--- src/rtl/irqgw_pkg.sv ---
package irqgw_pkg;
  typedef enum logic [2:0] {
    SM_OFF    = 3'd0,
    SM_DETACH = 3'd1,
    SM_RISE   = 3'd4,
    SM_FALL   = 3'd5,
    SM_HIGH   = 3'd6,
    SM_LOW    = 3'd7
  } sense_e;

  localparam int CFG_W   = 11;
  localparam int DLG_BIT = 10;

  localparam logic [3:0] RG_CFG   = 4'd0;
  localparam logic [3:0] RG_SETIP = 4'd1;
  localparam logic [3:0] RG_CLRIP = 4'd2;
  localparam logic [3:0] RG_SETIE = 4'd3;
  localparam logic [3:0] RG_CLRIE = 4'd4;
  localparam logic [3:0] RG_NUM   = 4'd5;

  localparam logic [7:0] NUM_SETIP    = 8'd0;
  localparam logic [7:0] NUM_CLRIP    = 8'd1;
  localparam logic [7:0] NUM_SETIE    = 8'd2;
  localparam logic [7:0] NUM_CLRIE    = 8'd3;
  localparam logic [7:0] NUM_SETIP_BE = 8'd4;

  function automatic logic [31:0] bswap32(input logic [31:0] v);
    return {v[7:0], v[15:8], v[23:16], v[31:24]};
  endfunction
endpackage

--- src/rtl/irqgw_wdec.sv ---
module irqgw_wdec
  import irqgw_pkg::*;
#(
  parameter int NUM_SRC   = 32,
  parameter bit HAS_CHILD = 1'b1
) (
  input  logic              we_i,
  input  logic [11:0]       addr_i,
  input  logic [31:0]       wdata_i,
  output logic [NUM_SRC-1:0] cfg_we_o,
  output logic [CFG_W-1:0]  cfg_wdata_o,
  output logic [NUM_SRC-1:0] set_ip_o,
  output logic [NUM_SRC-1:0] clr_ip_o,
  output logic [NUM_SRC-1:0] set_ie_o,
  output logic [NUM_SRC-1:0] clr_ie_o
);
  logic [3:0]  region;
  logic [7:0]  ofs;
  logic [31:0] num_val;

  assign region  = addr_i[11:8];
  assign ofs     = addr_i[7:0];
  assign num_val = (ofs == NUM_SETIP_BE) ? bswap32(wdata_i) : wdata_i;

  always_comb begin
    if (wdata_i[DLG_BIT]) cfg_wdata_o = HAS_CHILD ? wdata_i[CFG_W-1:0] : '0;
    else                  cfg_wdata_o = {8'b0, wdata_i[2:0]};
  end

  assign cfg_we_o[0] = 1'b0;
  assign set_ip_o[0] = 1'b0;
  assign clr_ip_o[0] = 1'b0;
  assign set_ie_o[0] = 1'b0;
  assign clr_ie_o[0] = 1'b0;

  for (genvar i = 1; i < NUM_SRC; i++) begin : g_src
    localparam logic [7:0] WORD_IDX = 8'(i / 32);
    localparam int         BIT_IDX  = i % 32;
    logic bm_hit, num_hit;
    assign bm_hit  = (ofs == WORD_IDX) && wdata_i[BIT_IDX];
    assign num_hit = (region == RG_NUM) && (num_val == 32'(i));
    assign cfg_we_o[i] = we_i && (region == RG_CFG) && (ofs == 8'(i));
    assign set_ip_o[i] = we_i && (((region == RG_SETIP) && bm_hit) ||
                         (num_hit && ((ofs == NUM_SETIP) || (ofs == NUM_SETIP_BE))));
    assign clr_ip_o[i] = we_i && (((region == RG_CLRIP) && bm_hit) ||
                         (num_hit && (ofs == NUM_CLRIP)));
    assign set_ie_o[i] = we_i && (((region == RG_SETIE) && bm_hit) ||
                         (num_hit && (ofs == NUM_SETIE)));
    assign clr_ie_o[i] = we_i && (((region == RG_CLRIE) && bm_hit) ||
                         (num_hit && (ofs == NUM_CLRIE)));
  end

  always_comb begin
    if (we_i && (region == RG_NUM))
      AST_NUM_ONEHOT: assert ($onehot0(set_ip_o | clr_ip_o | set_ie_o | clr_ie_o));
  end
endmodule

--- src/rtl/irqgw_src_cell.sv ---
module irqgw_src_cell
  import irqgw_pkg::*;
(
  input  logic             clk_i,
  input  logic             rst_ni,
  input  logic             msi_mode_i,
  input  logic             irq_i,
  input  logic             cfg_we_i,
  input  logic [CFG_W-1:0] cfg_wdata_i,
  input  logic             set_ip_i,
  input  logic             clr_ip_i,
  input  logic             set_ie_i,
  input  logic             clr_ie_i,
  input  logic             dlv_clr_i,
  output logic [CFG_W-1:0] cfg_o,
  output logic             ip_o,
  output logic             ie_o,
  output logic             in_o
);
  logic [CFG_W-1:0] cfg_q;
  logic ip_q, ie_q, in_q, ip_d, ie_d;
  logic [2:0] mode;
  logic dlg, frozen, level, hw_set, sw_set_ok, sw_clr_ok, cfg_kill;

  assign mode   = cfg_q[2:0];
  assign dlg    = cfg_q[DLG_BIT];
  assign frozen = dlg || (mode == SM_OFF);
  assign level  = !dlg && (mode[2:1] == 2'b11);

  always_comb begin
    hw_set = 1'b0;
    if (!dlg) begin
      case (mode)
        SM_RISE: hw_set = irq_i && !in_q;
        SM_FALL: hw_set = !irq_i && in_q;
        SM_HIGH: hw_set = irq_i;
        SM_LOW:  hw_set = !irq_i;
        default: hw_set = 1'b0;
      endcase
    end
  end

  assign sw_set_ok = set_ip_i && !frozen && (!level || msi_mode_i);
  assign sw_clr_ok = clr_ip_i && !frozen && !level;
  assign cfg_kill  = cfg_we_i && (cfg_wdata_i[DLG_BIT] || (cfg_wdata_i == '0));

  always_comb begin
    ip_d = ip_q;
    if (hw_set || sw_set_ok) ip_d = 1'b1;
    if (sw_clr_ok)           ip_d = 1'b0;
    if (dlv_clr_i)           ip_d = 1'b0; // delivery clear beats a same-cycle set
    if (cfg_kill)            ip_d = 1'b0;
    ie_d = ie_q;
    if (set_ie_i && !frozen) ie_d = 1'b1;
    if (clr_ie_i && !frozen) ie_d = 1'b0;
    if (cfg_kill)            ie_d = 1'b0;
  end

  always_ff @(posedge clk_i or negedge rst_ni) begin
    if (!rst_ni) begin
      cfg_q <= '0;
      ip_q  <= 1'b0;
      ie_q  <= 1'b0;
      in_q  <= 1'b0;
    end else begin
      if (cfg_we_i) cfg_q <= cfg_wdata_i;
      ip_q <= ip_d;
      ie_q <= ie_d;
      in_q <= irq_i;
    end
  end

  assign cfg_o = cfg_q;
  assign ip_o  = ip_q;
  assign ie_o  = ie_q;
  assign in_o  = in_q;

  AST_DLV_WINS: assert property (@(posedge clk_i) disable iff (!rst_ni)
    dlv_clr_i |=> !ip_q);
  AST_FROZEN_IDLE: assert property (@(posedge clk_i) disable iff (!rst_ni)
    frozen |-> (!ip_q && !ie_q));
  AST_LEVEL_HOLD: assert property (@(posedge clk_i) disable iff (!rst_ni)
    (level && ip_q && !dlv_clr_i && !cfg_we_i) |=> ip_q);
  AST_EDGE_QUIET: assert property (@(posedge clk_i) disable iff (!rst_ni)
    (!dlg && (mode == SM_RISE) && !ip_q && !set_ip_i && !cfg_we_i &&
     !(irq_i && !in_q)) |=> !ip_q);
endmodule

--- src/rtl/irq_gateway_array.sv ---
module irq_gateway_array
  import irqgw_pkg::*;
#(
  parameter int NUM_SRC   = 32,
  parameter bit HAS_CHILD = 1'b1
) (
  input  logic               clk_i,
  input  logic               rst_ni,
  input  logic               msi_mode_i,
  input  logic [NUM_SRC-1:0] irq_i,
  input  logic               we_i,
  input  logic [11:0]        addr_i,
  input  logic [31:0]        wdata_i,
  output logic [31:0]        rdata_o,
  output logic [NUM_SRC-1:0] enpend_o,
  input  logic [NUM_SRC-1:0] dlv_clr_i
);
  localparam int NWORDS = (NUM_SRC + 31) / 32;
  localparam int PAD_W  = NWORDS * 32;

  logic [NUM_SRC-1:0] cfg_we, set_ip, clr_ip, set_ie, clr_ie;
  logic [NUM_SRC-1:0] ip_v, ie_v, in_v;
  logic [CFG_W-1:0]   cfg_wdata;
  logic [CFG_W-1:0]   cfg_a [NUM_SRC];
  logic [PAD_W-1:0]   ip_pad, ie_pad, in_pad;
  logic [3:0]         region;
  logic [7:0]         ofs;

  irqgw_wdec #(.NUM_SRC(NUM_SRC), .HAS_CHILD(HAS_CHILD)) u_wdec (
    .we_i        (we_i),
    .addr_i      (addr_i),
    .wdata_i     (wdata_i),
    .cfg_we_o    (cfg_we),
    .cfg_wdata_o (cfg_wdata),
    .set_ip_o    (set_ip),
    .clr_ip_o    (clr_ip),
    .set_ie_o    (set_ie),
    .clr_ie_o    (clr_ie)
  );

  assign cfg_a[0] = '0;
  assign ip_v[0]  = 1'b0;
  assign ie_v[0]  = 1'b0;
  assign in_v[0]  = 1'b0;

  for (genvar i = 1; i < NUM_SRC; i++) begin : g_cell
    irqgw_src_cell u_cell (
      .clk_i       (clk_i),
      .rst_ni      (rst_ni),
      .msi_mode_i  (msi_mode_i),
      .irq_i       (irq_i[i]),
      .cfg_we_i    (cfg_we[i]),
      .cfg_wdata_i (cfg_wdata),
      .set_ip_i    (set_ip[i]),
      .clr_ip_i    (clr_ip[i]),
      .set_ie_i    (set_ie[i]),
      .clr_ie_i    (clr_ie[i]),
      .dlv_clr_i   (dlv_clr_i[i]),
      .cfg_o       (cfg_a[i]),
      .ip_o        (ip_v[i]),
      .ie_o        (ie_v[i]),
      .in_o        (in_v[i])
    );
  end

  assign enpend_o = ip_v & ie_v;

  assign ip_pad = PAD_W'(ip_v);
  assign ie_pad = PAD_W'(ie_v);
  assign in_pad = PAD_W'(in_v);
  assign region = addr_i[11:8];
  assign ofs    = addr_i[7:0];

  always_comb begin
    rdata_o = '0;
    case (region)
      RG_CFG:
        for (int i = 0; i < NUM_SRC; i++)
          if (ofs == 8'(i)) rdata_o = {{(32-CFG_W){1'b0}}, cfg_a[i]};
      RG_SETIP:
        for (int w = 0; w < NWORDS; w++)
          if (ofs == 8'(w)) rdata_o = ip_pad[w*32 +: 32];
      RG_CLRIP:
        for (int w = 0; w < NWORDS; w++)
          if (ofs == 8'(w)) rdata_o = in_pad[w*32 +: 32];
      RG_SETIE:
        for (int w = 0; w < NWORDS; w++)
          if (ofs == 8'(w)) rdata_o = ie_pad[w*32 +: 32];
      default: rdata_o = '0;
    endcase
  end
endmodule

--- config.mk ---
export PLATFORM = sky130hd
export DESIGN_NAME = irq_gateway_array
export DESIGN_NICKNAME = d
export VERILOG_FILES = /design/src/rtl/irqgw_pkg.sv /design/src/rtl/irqgw_wdec.sv /design/src/rtl/irqgw_src_cell.sv /design/src/rtl/irq_gateway_array.sv
export SDC_FILE = /design/constraint.sdc
export NUM_CORES = 1
export LEC_CHECK = 0
export BUFFER_PORTS_ARGS = -buffer_cell sky130_fd_sc_hd__buf_2
export CORE_MARGIN = 8
export CORE_UTILIZATION = 35
export CTS_BUF_LIST = sky130_fd_sc_hd__clkbuf_16
export CTS_CLUSTER_DIAMETER = 100
export DETAILED_ROUTE_END_ITERATION = 8
export GPL_ROUTABILITY_DRIVEN = 0
export PLACE_DENSITY = 0.49
export SETUP_SLACK_MARGIN = 0.1
export SYNTH_ARGS = -nofsm -noshare
export SYNTH_HDL_FRONTEND = slang
export SYNTH_SLANG_ARGS = --single-unit
--- constraint.sdc ---
create_clock -name clk_i -period 14.2 [get_ports clk_i]
set_input_delay 4.26 -clock clk_i [delete_from_list [all_inputs] [get_ports clk_i]]
set_output_delay 4.26 -clock clk_i [all_outputs]
set_load 0.03 [all_outputs]
* Word-level counts from Yosys, hierarchy flattened
Index checks and enable logic that the tools add are counted.
** Cells by class
- Add/subtract/negate cells :: 0
- $mul :: 0
- Divide/modulo/power cells :: 0
- $lt $le $gt $ge :: 0
- Equality and inequality tests :: 222
- Shift operators :: 0
- Multiplexer cells :: 316
- Bitwise logic cells :: 1
- Reduce and logical (&&, ||, !) cells :: 1246
** Operators with widths (count)
- two-way mux 32 bit :: 34
- logical AND 1 bit :: 776
- equality test 32 x 5 -> 1 bit, second input constant :: 16
- equality test 3 bit, second input constant :: 124
- equality test 32 x 4 -> 1 bit, second input constant :: 8
- two-way mux 1 bit :: 248
- logical OR 1 bit :: 219
- logical NOT 1 bit :: 155
- equality test 32 x 3 -> 1 bit, second input constant :: 4
- equality test 8 x 5 -> 1 bit, second input constant :: 16
- case mux 32 bit (4 select lines) :: 1
- case mux 1 bit (4 select lines) :: 31
- nonzero test 4 bit :: 31
- logical NOT 3 bit :: 31
- nonzero test 3 bit :: 31
- equality test 32 x 2 -> 1 bit, second input constant :: 2
- equality test 8 x 4 -> 1 bit, second input constant :: 8
- equality test 2 bit, second input constant :: 31
- AND 32 bit :: 1
- equality test 32 x 1 -> 1 bit, second input constant :: 1
- equality test 8 x 3 -> 1 bit, second input constant :: 4
- two-way mux 11 bit :: 2
- equality test 8 x 2 -> 1 bit, second input constant :: 2
- logical NOT 11 bit :: 1
- 6 further kinds :: 8
** Word-level totals
- Register bits :: 434
- Latch bits :: 0
- RAM bits :: 0
- Memory bits (read-only) :: 0
- Bits of input ports :: 112
- Output and inout bits :: 64
- Logic and storage cells :: 1909
- Memories :: 0

* Longest topological paths before layout
- Word-level depth :: 33
- Depth in mapped cells :: 11
- Gate-level depth less buffers :: 6

* By module
A second synthesis with hierarchy kept.
** Second synthesis, totals
- Cell total of the unflattened synthesis :: 2665
- Area total of the unflattened synthesis :: 26686.8 um^2
** By module, submodules not included
- irqgw_src_cell :: instances 31, cells each 47, area an instance 610.6 um^2, seq. area each 350.3 um^2
- irq_gateway_array :: instances 1, cells each 732, area an instance 4684.5 um^2, seq. area each 0.0 um^2
- irqgw_wdec :: instances 1, cells each 476, area an instance 3074.2 um^2, seq. area each 0.0 um^2

* Least setup slack after synthesis
OpenSTA, ideal clock, no wires.
- Path kind :: in2out
- From :: input port addr_i[5]
- To :: output port rdata_o[6]
- Arrival :: 7.030 ns
- Data required time :: 9.940 ns
- Setup slack :: 2.910 ns
- Stages :: 9
- Path buffers :: 3
- Cell sequence :: or4_1 clkbuf_2 buf_2 buf_1 a211oi_1 a311oi_1 a211oi_1 a211oi_1 o311ai_0
** On the way
- Word-level cells in the longest chain between the ends :: 33
- Elaborated cells on any way between the ends :: 67
- Those cells by class :: eq/ne (31); mux (35); reduce/logical (1)
** RTL lines
- start, declared :: line irq_gateway_array.sv:12 : input logic [11:0] addr_i,
- equality test 8 x 1 -> 1 bit :: line irq_gateway_array.sv:79 : if (ofs == 8'(i)) rdata_o = {{(32-CFG_W){1'b0}}, cfg_a[i]};
- two-way mux 11 bit :: line irq_gateway_array.sv:79
- two-way mux 32 bit (30 in series) :: line irq_gateway_array.sv:79
- case mux 32 bit (4 select lines) * :: line irq_gateway_array.sv:76 : case (region)
- end, declared :: line irq_gateway_array.sv:14 : output logic [31:0] rdata_o,
Every way passes the cells marked *; elsewhere a longest branch is shown, timed or not.

* Worst setup path after layout
- From :: input port addr_i[0]
- To :: output port rdata_o[0]
** On the way
- Word-level cells in the longest chain between the ends :: 33
- Elaborated cells on any way between the ends :: 63
- Those cells by class :: eq/ne (31); mux (32)
** RTL lines (line)
- equality test 8 x 1 -> 1 bit :: irq_gateway_array.sv:79
- two-way mux 11 bit :: irq_gateway_array.sv:79
- two-way mux 32 bit (29 in series) :: irq_gateway_array.sv:79
- two-way mux 32 bit * :: irq_gateway_array.sv:79
- case mux 32 bit (4 select lines) * :: irq_gateway_array.sv:76
Marks and branches as above.

==> results.sh <==
export IMPL_multi_input_area_um2=13130
export IMPL_cp_required_ns=9.94
export IMPL_path_clk_slew_ns=0.05
export IMPL_area_growth_syn_to_layout_pct=13.52
export IMPL_nets=2973
export IMPL_cp_max_fo=52
export IMPL_synth_cell_types=81
export IMPL_wirelength_mm=120.8
export IMPL_cts_root_buf="clkbuf_16"
export IMPL_use_met3=0.06404
export IMPL_path_buf_inv=3
export IMPL_fillers=7279
export IMPL_syn_num_nets=2902
export IMPL_synthArstFlopShare=1.000
export IMPL_synth_area_leader_cell="dfrtp_1"
export IMPL_finalCritPeriodShare=0.8606
export IMPL_dieArea_um2=80480
export IMPL_fin_worst_skew_ns=0.02506
export IMPL_worst_pin_slew_ns=1.339
export IMPL_die_h_um=283.7
export IMPL_outcome="finished, final reports clean"
export IMPL_worstPathArrival_ns=7.96
export IMPL_antenna_found_initial=3
export IMPL_tritoncts="done"
export IMPL_cts_hold_buffers=0
export IMPL_synth_top_area_share=0.4330
export IMPL_start_util=0.3521
export IMPL_cts_setup_buffers=0
export IMPL_regArea_um2=10860
export IMPL_synthFlopType="dfrtp_1"
export IMPL_syn_avg_cell_area_um2=8.990
export IMPL_grt_pass1_vias=24240
export IMPL_ant_nets=0
export IMPL_cp_cell_sequence="buf_6, buf_4, mux2_2, a221oi_1, nor3b_1, nor4_1, o221ai_1, a21o_1, buf_2"
export IMPL_leakagePower_nw=11.86
export IMPL_cts_resized=0
export IMPL_crit_slowest_cell="a221oi_1"
export IMPL_final_common_cell="dfrtp_1"
export IMPL_hold_path_class="reg -> reg"
export IMPL_hpwlAfterDp_mm=82.55
export IMPL_yosysSeqAreaShare=0.4330
export IMPL_numCtsBuffers=51
export IMPL_synth_area_leaders="dfrtp_1 (43%), mux2_2 (7.7%), o21ai_0 (6.8%)"
export IMPL_setup_viol=0
export IMPL_met1_usage=0.3740
export IMPL_post_route_min_period_ns=12.22
export IMPL_detailed_place_area_um2=26860
export IMPL_dp_cells=3758
export IMPL_finalNonFillerCells=3851
export IMPL_final_cell_mix="dfrtp_1 (434), nand2_1 (380), o21ai_0 (339)"
export IMPL_use_met2=0.4399
export IMPL_netlist_instances=2790
export IMPL_synth_seq_cells=434
export IMPL_drive_gt1_frac=0.1884
export IMPL_crit_type="in -> out"
export IMPL_fmax_mhz=81.83
export IMPL_vias=24950
export IMPL_rsz0062_at_grt="false"
export IMPL_fp_coreArea_um2=71240
export IMPL_portBuffers=172
export IMPL_grt_max_degree=141
export IMPL_drc_errors=0
export IMPL_powerDensity_nw_per_um2=98.47
export IMPL_clkLatencyLatePin_ns=0.63
export IMPL_cts_num_sinks=434
export IMPL_slew_viol_final=0
export IMPL_grt_first_pass_wirelength_mm=174.5
export IMPL_maxCapViolations=0
export IMPL_setup_tns_ns=0
export IMPL_boundaryPins=176
export IMPL_final_hold_viol_count=0
export IMPL_drt_iter0_drc=3426
export IMPL_first_pass_iters=8
export IMPL_die_x_um=283.7
export IMPL_design_area_um2=28470
export IMPL_yosys_warnings=0
export IMPL_htree_levels=2
export IMPL_top_usage_layer="met2"
export IMPL_synth_edf_count=0
export IMPL_end_kind="output port"
export IMPL_cp_slowest_stage_delay_ns=0.65
export IMPL_grt_ovfl_total=0
export IMPL_viasPerCell=6.479
export IMPL_cp_start_kind="primary input"
export IMPL_wl_per_cell_um=31.37
export IMPL_netlist_area_um2=25080
export IMPL_maxSlewHeadroom=0.09942
export IMPL_cp_top_family="buffers and inverters"
export IMPL_grt_use_total=0.2883
export IMPL_core_rowCount=98
export IMPL_cts_max_path_buffers=3
export IMPL_ir_drop_mv=0.08317
==> where the power goes <==
| group | leakage (nW) | internal (mW) | switching [mW] |
|---|---|---|---|
| Combinational | 5.07 | 0.0542 | 0.190 |
| Sequential | 5.99 | 1.24 | 0.00697 |
| Clock | 0.812 | 0.740 | 0.568 |
==> state kept, by name, indices dropped and copies added (netlist names) <==
| name | cells |
|---|---|
| g_cell.u_cell.ie_o | 31 |
| g_cell.u_cell.cfg_o | 341 |
| g_cell.u_cell.in_o | 31 |
| g_cell.u_cell.ip_o | 31 |
==> final timing paths <==
| path | start | endpoint | slack, ns | cells after the start |
|---|---|---|---|---|
| setup / recovery | addr_i[0] | rdata_o[0] | 1.98 | 9 |
| hold / removal | g_cell[10].u_cell.cfg_o[4] | g_cell[10].u_cell.cfg_o[4] | 0.47 | 2 |
| setup reg to reg | g_cell[12].u_cell.cfg_o[2] | g_cell[12].u_cell.ip_o | 11.87 | 5 |
| hold reg to reg | g_cell[10].u_cell.cfg_o[4] | g_cell[10].u_cell.cfg_o[4] | 0.47 | 2 |
| max in group asynchronous | rst_ni | g_cell[1].u_cell.cfg_o[5] | 8.33 | 3 |
| min in group asynchronous | rst_ni | g_cell[11].u_cell.cfg_o[0] | 3.67 | 1 |
==> cells in the mapped netlist, types with 31 or more instances <==
cell	count
a211oi_1	36
and2_1	43
dfrtp_1	434
a22oi_1	55
nor4_1	41
inv_1	83
clkbuf_1	167
a31oi_1	52
nand3_1	72
o211ai_1	32
o21ai_0	339
a221oi_1	31
nor2_1	136
mux2_2	172
mux2i_1	55
nand2_1	380
nand2b_1	39
nor3_1	65
a21oi_1	118
o22ai_1	37
==> metrics by stage <==
stage	utilization	setup slack, ns	power [mW]	hold WS, ns
after global routing	0.3996	1.964	2.876	0.4942
final	0.3997	1.979	2.804	0.4719
after global placement	0.3771	2.131	1.506	0.4545
after detailed placement	0.3771	2.139	1.510	0.4646
after CTS	0.3996	2.141	2.812	0.4774
after floorplan	-	2.910	1.375	0.4418
==> cells by family (layout without fill, tap and decap cells) <==
group	after synthesis	count (layout)	share of synthesized area
buffers and inverters	303	411	0.04719
AOI/OAI and AO/OA	930	930	0.2421
muxes	241	241	0.1117
and+or+nand+nor	881	881	0.1658
other	1	4	0.0001495
DFF	434	434	0.4330
==> layer usage <==
metal | wire (µm) | share of wire
met4 | 8376 | 0.069
met2 | 52570 | 0.44
met3 | 11350 | 0.094
met1 | 48500 | 0.40
met5 | 11 | 0.000091
==> tightest hold or removal path, stage by stage (launching register included) <==
cell	delay, ns
dfrtp_1	0.33
nand2_1	0.04
o21ai_0	0.06
==> area by class of cell <==
| type | count | area share |
|---|---|---|
| antenna | 3 | 0.0002637 |
| tap | 950 | 0.04175 |
| multi-input combinational | 2053 | 0.4610 |
| clock inverter | 39 | 0.01151 |
| sequential | 434 | 0.3814 |
| timing repair buffer | 235 | 0.04794 |
| clock buffer | 51 | 0.04482 |
| inverter | 86 | 0.01134 |
(Power assumes the default switching activity.)
